`src/rtl/phy_mgmt_pkg.sv`:
```
package phy_mgmt_pkg;

    localparam int FRAME_BITS = 64;
    localparam int PRE_BITS   = 32;
    localparam int TA_POS     = 46;
    localparam int DATA_POS   = 48;
    localparam int IDX_W      = $clog2(FRAME_BITS);

    localparam int FLAG_BIT   = 31;
    localparam int REGF_LSB   = 16;

    typedef enum logic [1:0] {
        OP_WRITE = 2'b01,
        OP_READ  = 2'b10
    } mdio_op_e;

    typedef struct packed {
        logic        is_write;
        logic [4:0]  reg_addr;
        logic [15:0] wdata;
    } mgmt_req_t;

    function automatic logic [FRAME_BITS-1:0] build_frame(input mgmt_req_t r,
                                                          input logic [4:0] phy);
        mdio_op_e    op;
        logic [1:0]  ta;
        logic [15:0] body;
        op   = r.is_write ? OP_WRITE : OP_READ;
        ta   = r.is_write ? 2'b10 : 2'b11;
        body = r.is_write ? r.wdata : 16'hFFFF;
        return {{PRE_BITS{1'b1}}, 2'b01, op, phy, r.reg_addr, ta, body};
    endfunction

endpackage

```
`src/rtl/mdc_gen.sv`:
```
module mdc_gen #(
    parameter int DIV_W = 8
) (
    input  logic             clk,
    input  logic             rst,
    input  logic             start,
    input  logic             run,
    input  logic [DIV_W-1:0] half,
    output logic             mdc,
    output logic             rise,
    output logic             fall
);
    logic [DIV_W-1:0] cnt_q;
    logic [DIV_W-1:0] half_q;
    logic             mdc_q;
    logic             evt;

    assign evt  = run && (cnt_q == half_q);
    assign rise = evt && !mdc_q;
    assign fall = evt && mdc_q;
    assign mdc  = mdc_q;

    always_ff @(posedge clk) begin
        if (rst) begin
            cnt_q  <= '0;
            half_q <= '0;
            mdc_q  <= 1'b0;
        end else if (start) begin
            cnt_q  <= '0;
            half_q <= half;
            mdc_q  <= 1'b0;
        end else if (!run) begin
            cnt_q  <= '0;
            mdc_q  <= 1'b0;
        end else if (evt) begin
            cnt_q  <= '0;
            mdc_q  <= !mdc_q;
        end else begin
            cnt_q  <= cnt_q + 1'b1;
        end
    end

    // a toggle never happens before the half period has elapsed
    assert_half_period_R7: assert property (@(posedge clk) disable iff (rst)
        (run && !start && !evt) |=> (mdc == $past(mdc)));

endmodule

```
`src/rtl/mdio_shifter.sv`:
```
module mdio_shifter
    import phy_mgmt_pkg::*;
#(
    parameter logic [4:0] PHY_ADDR = 5'd1
) (
    input  logic        clk,
    input  logic        rst,
    input  logic        start,
    input  mgmt_req_t   req,
    input  logic        rise,
    input  logic        fall,
    input  logic        mdio_i,
    output logic        busy,
    output logic        done,
    output logic        mdio_o,
    output logic        mdio_oe,
    output logic [15:0] rdata
);
    localparam logic [IDX_W-1:0] LAST_IDX = IDX_W'(FRAME_BITS - 1);

    logic [FRAME_BITS-1:0] sh_q;
    logic [IDX_W-1:0]      idx_q;
    logic                  busy_q;
    logic                  wr_q;
    logic [15:0]           rdata_q;

    assign busy    = busy_q;
    assign done    = busy_q && fall && (idx_q == LAST_IDX);
    assign mdio_o  = busy_q ? sh_q[FRAME_BITS-1] : 1'b1;
    assign mdio_oe = busy_q && (wr_q || (int'(idx_q) < TA_POS));
    assign rdata   = rdata_q;

    always_ff @(posedge clk) begin
        if (rst) begin
            sh_q    <= '0;
            idx_q   <= '0;
            busy_q  <= 1'b0;
            wr_q    <= 1'b0;
            rdata_q <= '0;
        end else if (start) begin
            sh_q    <= build_frame(req, PHY_ADDR);
            idx_q   <= '0;
            busy_q  <= 1'b1;
            wr_q    <= req.is_write;
        end else if (busy_q) begin
            if (rise && !wr_q && (int'(idx_q) >= DATA_POS))
                rdata_q <= {rdata_q[14:0], mdio_i};
            if (fall) begin
                if (idx_q == LAST_IDX) begin
                    busy_q <= 1'b0;
                end else begin
                    idx_q <= idx_q + 1'b1;
                    sh_q  <= {sh_q[FRAME_BITS-2:0], 1'b0};
                end
            end
        end
    end

    // preamble bits are driven high
    assert_preamble_high_R2: assert property (@(posedge clk) disable iff (rst)
        (busy && int'(idx_q) < PRE_BITS) |-> (mdio_o && mdio_oe));

    // bus released from turnaround on during a read
    assert_read_release_R3: assert property (@(posedge clk) disable iff (rst)
        (busy && !wr_q && int'(idx_q) >= TA_POS) |-> !mdio_oe);

    // the frame ends after the last bit
    assert_done_ends_R8: assert property (@(posedge clk) disable iff (rst)
        done |=> !busy);

endmodule

```
`src/rtl/phy_mgmt_access.sv`:
```
module phy_mgmt_access
    import phy_mgmt_pkg::*;
#(
    parameter logic [4:0] PHY_ADDR = 5'd1,
    parameter int         DIV_W    = 8
) (
    input  logic             clk,
    input  logic             rst,
    input  logic             acc_wr,
    input  logic [31:0]      acc_wdata,
    output logic [31:0]      acc_rdata,
    input  logic [DIV_W-1:0] mdc_div,
    output logic             mdc,
    output logic             mdio_o,
    output logic             mdio_oe,
    input  logic             mdio_i
);
    logic [31:0] acc_q;
    logic        busy;
    logic        done;
    logic        start;
    logic        rise;
    logic        fall;
    logic [15:0] rdata;
    mgmt_req_t   req;

    assign start        = acc_wr && !busy;
    assign req.is_write = acc_wdata[FLAG_BIT];
    assign req.reg_addr = acc_wdata[REGF_LSB +: 5];
    assign req.wdata    = acc_wdata[15:0];
    assign acc_rdata    = acc_q;

    mdc_gen #(.DIV_W(DIV_W)) u_mdc (
        .clk   (clk),
        .rst   (rst),
        .start (start),
        .run   (busy),
        .half  (mdc_div),
        .mdc   (mdc),
        .rise  (rise),
        .fall  (fall)
    );

    mdio_shifter #(.PHY_ADDR(PHY_ADDR)) u_shift (
        .clk     (clk),
        .rst     (rst),
        .start   (start),
        .req     (req),
        .rise    (rise),
        .fall    (fall),
        .mdio_i  (mdio_i),
        .busy    (busy),
        .done    (done),
        .mdio_o  (mdio_o),
        .mdio_oe (mdio_oe),
        .rdata   (rdata)
    );

    always_ff @(posedge clk) begin
        if (rst) begin
            acc_q <= '0;
        end else if (start) begin
            acc_q <= acc_wdata;
        end else if (done) begin
            if (acc_q[FLAG_BIT]) begin
                acc_q[FLAG_BIT] <= 1'b0;
            end else begin
                acc_q[FLAG_BIT] <= 1'b1;
                acc_q[15:0]     <= rdata;
            end
        end
    end

    // stores during a frame leave the word alone
    assert_busy_store_ignored_R6: assert property (@(posedge clk) disable iff (rst)
        (busy && acc_wr && !done) |=> (acc_rdata == $past(acc_rdata)));

    // write completion drops the flag
    assert_write_flag_low_R5: assert property (@(posedge clk) disable iff (rst)
        (done && acc_rdata[FLAG_BIT]) |=> !acc_rdata[FLAG_BIT]);

    // read completion raises the flag
    assert_read_flag_high_R4: assert property (@(posedge clk) disable iff (rst)
        (done && !acc_rdata[FLAG_BIT]) |=> acc_rdata[FLAG_BIT]);

    // management clock parked low when idle
    assert_mdc_idle_low_R7: assert property (@(posedge clk) disable iff (rst)
        !busy |-> !mdc);

endmodule

```
`config.mk`:
```
export PLATFORM = sky130hd
export DESIGN_NAME = phy_mgmt_access
export DESIGN_NICKNAME = d
export VERILOG_FILES = /design/src/rtl/phy_mgmt_pkg.sv /design/src/rtl/mdc_gen.sv /design/src/rtl/mdio_shifter.sv /design/src/rtl/phy_mgmt_access.sv
export SDC_FILE = /design/constraint.sdc
export NUM_CORES = 1
export LEC_CHECK = 0
export BUFFER_PORTS_ARGS = -buffer_cell sky130_fd_sc_hd__buf_2
export CAP_MARGIN = 20
export CORE_MARGIN = 8
export CORE_UTILIZATION = 45
export CTS_BUF_LIST = sky130_fd_sc_hd__clkbuf_4
export DETAILED_ROUTE_END_ITERATION = 6
export GPL_ROUTABILITY_DRIVEN = 0
export SETUP_SLACK_MARGIN = 0.05
export SYNTH_ARGS = -nofsm -noshare
export SYNTH_HDL_FRONTEND = slang
export SYNTH_SLANG_ARGS = --single-unit
```
`constraint.sdc`:
```
create_clock -name clk -period 3.8 [get_ports clk]
set_input_delay 0.19 -clock clk [delete_from_list [all_inputs] [get_ports clk]]
set_output_delay 0.19 -clock clk [all_outputs]
set_load 0.005 [all_outputs]
```
* After elaboration in Yosys (flattened, before gate mapping)
Index checks and enable logic that the tools add are counted.
Widths: inputs -> output; s select.
** Word-level totals
- Input bits :: 44
- Flip-flop bits (word level) :: 137
- Output and inout bits :: 35
- Word-level logic and storage cells :: 64
** Cells by class
- Muxes and demuxes :: 18
- $lt $le $gt $ge :: 2
- Add/sub/neg operators :: 2
- Reduce and logical (&&, ||, !) cells :: 23
- Bitwise logic cells :: 3
- Eq/ne operators :: 4
** Operators with widths (count)
- $mux 64 :: 4
- $mux 16 :: 4
- $logic_and 1x1->1 :: 9
- $mux 1 :: 9
- $reduce_and 3->1 :: 3
- $add 8x1->8 const B :: 1
- $eq 8x8->1 :: 1
- $add 6x1->6 const B :: 1
- $eq 6x6->1 const B :: 1
- $ge 6x6->1 const B :: 1
- $lt 6x6->1 const B :: 1
- $reduce_bool 2->1 :: 3
- $reduce_or 4->1 :: 1
- $logic_not 1->1 :: 3
- $not 1->1 :: 3
- $reduce_or 3->1 :: 1
- $mux 2 :: 1
- $ne 2x1->1 const B :: 1
- $ne 2x2->1 const B :: 1
- $reduce_and 2->1 :: 1
- $reduce_or 2->1 :: 1
- $logic_or 1x1->1 :: 1

* Logic depth before layout (Yosys ltp)
- Word-level depth :: 7
- Depth in mapped cells :: 7
- Depth with buffers taken out :: 5

* Cells and area by module
Synthesis repeated with hierarchy kept, for this count alone.
** Unflattened totals
- Cell total of the unflattened synthesis :: 691
- Area, all modules :: 6132.1 um^2
** By module, submodules not included
- mdio_shifter :: instances 1, cells each 450, area each 4026.4 um^2
- phy_mgmt_access :: instances 1, cells each 165, area each 1361.3 um^2
- mdc_gen :: instances 1, cells each 76, area each 744.5 um^2

* Worst setup path after synthesis
OpenSTA, ideal clock, no wires.
- Path kind :: flip-flop to flip-flop
- From :: register u_shift.idx_q[4]
- To :: register u_shift.rdata_q[10], in the netlist u_shift.rdata[10]
- Data required time :: 3668 ps
- Setup slack :: 2109 ps
- Arrival :: 1559 ps
- Period minus slack after synthesis :: 1691 ps
- Stages on the path, launching flop included :: 7
- Library setup time :: 132 ps
- Path through :: dfxtp_1 -> nand2_2 -> or4b_1 -> buf_2 -> buf_6 -> o31ai_1 -> a21oi_1
** Between the ends
- Longest elaborated chain between the ends :: 3
** Ends and longest elaborated chain
- start, declared :: RTL line mdio_shifter.sv:22 : logic [IDX_W-1:0] idx_q;
- start signal, assigned :: RTL line mdio_shifter.sv:52 : idx_q <= idx_q + 1'b1;
- $ge 6x6->1 :: RTL line mdio_shifter.sv:46 : if (rise && !wr_q && (int'(idx_q) >= DATA_POS))
- $logic_and 1x1->1 :: RTL line mdio_shifter.sv:46
- $reduce_and 3->1 (no source line)
- end signal, assigned :: RTL line mdio_shifter.sv:47 : rdata_q <= {rdata_q[14:0], mdio_i};
- end, declared :: RTL line mdio_shifter.sv:25 : logic [15:0] rdata_q;
No other way between the ends.
A chain may end at the register's enable or synchronous reset.

* Worst setup path in the final report
- From :: register u_mdc.cnt_q[1]
- To :: register u_shift.sh_q[16]
** Between the ends
- Longest elaborated chain between the ends :: 5
** Ends and longest elaborated chain
- start, declared :: RTL line mdc_gen.sv:13 : logic [DIV_W-1:0] cnt_q;
- start signal, assigned :: RTL line mdc_gen.sv:39 : cnt_q <= cnt_q + 1'b1;
- $eq 8x8->1 :: RTL line mdc_gen.sv:18 : assign evt = run && (cnt_q == half_q);
- $logic_and 1x1->1 :: RTL line mdc_gen.sv:18
- $logic_and 1x1->1 :: RTL line mdc_gen.sv:20 : assign fall = evt && mdc_q;
- $reduce_bool 2->1 (no source line)
- $reduce_and 3->1 (no source line)
- end signal, assigned :: RTL line mdio_shifter.sv:41 : sh_q <= build_frame(req, PHY_ADDR);
- end signal, assigned :: RTL line mdio_shifter.sv:53 : sh_q <= {sh_q[FRAME_BITS-2:0], 1'b0};
- end, declared :: RTL line mdio_shifter.sv:21 : logic [FRAME_BITS-1:0] sh_q;
No other way between the ends.

==> impl_metrics.env <==
export IMPL_status="finished clean"
export IMPL_die_h_um=135
export IMPL_muxShareOfSynthArea_pct=0.472
export IMPL_cpMaxStageDelayCell="and4_2"
export IMPL_hold_class="in -> reg"
export IMPL_route_detailed_drc=0
export IMPL_combPwrFrac_pct=16.3
export IMPL_ant_nets=0
export IMPL_worstPathArrival_ns=2.91
export IMPL_tns_ns=0
export IMPL_grtUsageMet1_pct=28.1
export IMPL_grt_use_met2_pct=32.2
export IMPL_synthSimpleGateAreaFrac_pct=18.6
export IMPL_cellLeakagePower_nw=2.66
export IMPL_vias=6174
export IMPL_path_clk_slew_ns=0.13
export IMPL_worstMarginPinSlew_ns=0.989
export IMPL_grt_busiest_layer="met2"
export IMPL_worstPathRequired_ns=4.24
export IMPL_worst_setup_path_type="reg -> reg"
export IMPL_switchingPower_uw=976
export IMPL_drive_gt1_share_pct=17.2
export IMPL_endpoint_kind="flop"
export IMPL_switching_share_pct=28.0
export IMPL_p_int_mw=2.51
export IMPL_overflow=0
export IMPL_yosysWarnings=0
export IMPL_clock_latency_ns=0.54
export IMPL_avgSynthCellArea_um2=8.60
export IMPL_rows=43
export IMPL_clkPwrFrac_pct=38.7
export IMPL_synthFlopType="dfxtp_1"
export IMPL_synth_compound_area_share_pct=29.0
export IMPL_setup_viol=0
export IMPL_drtIter0Drc=597
export IMPL_drt_wirelength_per_cell_um=18.7
export IMPL_slew_headroom_pct=34.1
export IMPL_dp_cells=925
export IMPL_finalCritPeriodShare_pct=65.1
export IMPL_portBuffers=78
export IMPL_nNetsFinal=852
export IMPL_worst_path_buf_inv=1
export IMPL_p_per_area_mw_per_mm2=458
export IMPL_peakVddDrop_mv=0.231
export IMPL_drt_total_wl_um=18700
export IMPL_chipWidth_um=135
export IMPL_root_buffer="clkbuf_4"
export IMPL_grt_setup_unrepaired="false"
export IMPL_synth_seq_area_share_pct=43.1
export IMPL_hold_start="rst"
export IMPL_first_global_vias=5975
export IMPL_syn_num_nets=786
export IMPL_synth_cell_types=47
export IMPL_crit_start="u_mdc.cnt_q[1]"
export IMPL_drv_cap=0
export IMPL_io_pins=79
export IMPL_clock_path_buffers=2
export IMPL_numCtsBuffers=17
export IMPL_synthArstFlopShare_pct=0
export IMPL_clkSinkCount=137
export IMPL_area_growth_syn_to_layout_pct=19.4
export IMPL_ctsResizeCount=0
export IMPL_core_mm2=0.0138
export IMPL_cp_cell_sequence="xnor2_1, and4_2, buf_4, nand3_2, o311a_1"
export IMPL_synth_top_family_by_area="compound AO/OA/AOI/OAI gates"
export IMPL_hold_viol=0
export IMPL_worst_path_largest_cell_delay_ns=0.63
export IMPL_grt_usage_pct=20.8
export IMPL_worstReg2RegStart="u_mdc.cnt_q[1]"
export IMPL_die_area_mm2=0.0182
export IMPL_ys_ff_latch=137
export IMPL_synthesis_instances=740
export IMPL_sequentialPowerShare_pct=45.0
export IMPL_layout_min_cycle_time_ns=2.48
export IMPL_antenna_found_initial=1
export IMPL_startpoint_type="flop"
export IMPL_cts_tree="done"
export IMPL_initial_core_util_pct=46.1
export IMPL_grt_pass1_wl_um=31400
export IMPL_h_tree_depth=4
export IMPL_synth_edf_count=0
export IMPL_detail_route_first_pass_iterations=5
export IMPL_final_cell_count_no_fill=1000
export IMPL_fin_worst_skew_ns=0.0152
export IMPL_path_max_fanout=30
export IMPL_power_total_mw=3.48
export IMPL_fmax_mhz=404
export IMPL_met3_usage_pct=4.72
export IMPL_drt_vias_per_instance=6.17
export IMPL_syn_area_mm2=0.00637
export IMPL_cp_top_family="simple AND/OR/NAND/NOR gates"
export IMPL_synth_xor_area_share_pct=1.93
export IMPL_grt_max_degree=98
export IMPL_yosys_area_share_adder_pct=0.393
export IMPL_slew_viol_final=0
export IMPL_hold_ws_ns=0.325
export IMPL_dp_hpwl_um=11300
final timing paths:
path	end	slack, ns	depth (start not counted)
setup / recovery	u_shift.sh_q[16]	1.32	5
hold / removal	u_shift.rdata[6]	0.33	2
setup reg to reg	u_shift.sh_q[16]	1.32	5
hold reg to reg	acc_rdata[25]	0.46	2
state kept, by name (all words and copies together), names as in the netlist:
signal / flops
u_shift.rdata: 16
u_mdc.cnt_q: 8
u_shift.idx_q: 6
u_shift.busy: 1
u_mdc.half_q: 8
acc_rdata: 32
u_mdc.mdc: 1
u_shift.sh_q: 64
u_shift.wr_q: 1
placed cells by master (no fill, tap or decap), types with 2 or more instances in the layout:
master and count:
a2111oi_0 3, nand2b_1 11, a31oi_1 10, mux2i_1 3, a211oi_1 24, a21oi_1 50
buf_4 20, xnor2_1 9, clkinvlp_4 4, or3_1 4, a311oi_1 81, nand2_1 88
nor3_1 2, nand3_1 7, nor4_1 14, ha_1 2, nor2b_1 5, dfxtp_1 137
o21ai_0 9, and4_2 2, o311a_1 6, nand4_1 30, buf_2 77, inv_1 2
and3_1 4, dlygate4sd3_1 42, o31ai_1 30, o31a_1 5, clkinv_4 2, nor2_1 59
nor3b_1 4, bufinv_16 8, clkbuf_4 17, o211ai_1 4, xor2_1 5, o21bai_1 21
cell usage after synthesis, types with 6 or more instances:
cell type / number / area share [%]
nor4_1: 14 / 1.4
a311oi_1: 81 / 11
nor2_1: 59 / 3.5
clkbuf_1: 53 / 3.1
nand2_1: 88 / 5.2
a21oi_1: 50 / 3.9
o311a_1: 6 / 0.94
xnor2_1: 9 / 1.2
o21bai_1: 21 / 2.5
nand3_1: 7 / 0.55
nand2b_1: 12 / 1.2
dfxtp_1: 137 / 43
buf_2: 29 / 2.3
a31oi_1: 10 / 0.98
o21ai_0: 10 / 0.79
nor2b_1: 6 / 0.59
a211oi_1: 24 / 2.8
o31ai_1: 30 / 3.5
nand4_1: 30 / 2.9
through the flow:
stage / area, um2 / setup WS [ns] / utilization [%]
2_1_floorplan: 6370 / 2.11 / -
3_3_place_gp: 6760 / 1.43 / 48.9
3_5_place_dp: 6760 / 1.36 / 48.9
4_1_cts: 7600 / 1.35 / 55.0
5_1_grt: 7600 / 1.16 / 55.0
6_report: 7600 / 1.32 / 55.0
cell type report:
cell class              instances  area [um2]
fillers                      1251        6220
multi-input cells             509        3240
flip-flops and latches        137        2740
repair buffers                139         956
clock inverters                15         297
well taps                     180         225
clock buffers                  17         128
inverters                       2        7.51
diodes                          1        2.50
layer usage:
layer / share of wire, % / vias up
met5: 0 / -
met4: 1.6 / 0
met3: 4.6 / 26
met2: 47 / 164
met1: 47 / 3035
li1: - / 2949
power groups by stage:
stage          Clock, mW  Sequential, mW  Combinational [mW]
2_1_floorplan          0            1.59               0.374
3_3_place_gp           0            1.60               0.519
3_5_place_dp           0            1.60               0.525
4_1_cts             1.37            1.57               0.561
5_1_grt             1.44            1.58               0.620
6_report            1.35            1.57               0.569
cell families after synthesis:
kind of cell / count (synthesis)
and+or+nand+nor: 241
muxes: 3
AOI/OAI and AO/OA: 249
DFF: 137
xor gates and xnor gates: 14
buffers and inverters: 94
adders and majority gates: 2
repair_timing:
action,4_1_cts,5_1_grt
endpoints found under the setup margin,0,0
setup buffers,0,0
hold endpoints to repair,57,0
hold buffers,42,0
Note: power is estimated with default switching activity, not from simulation.
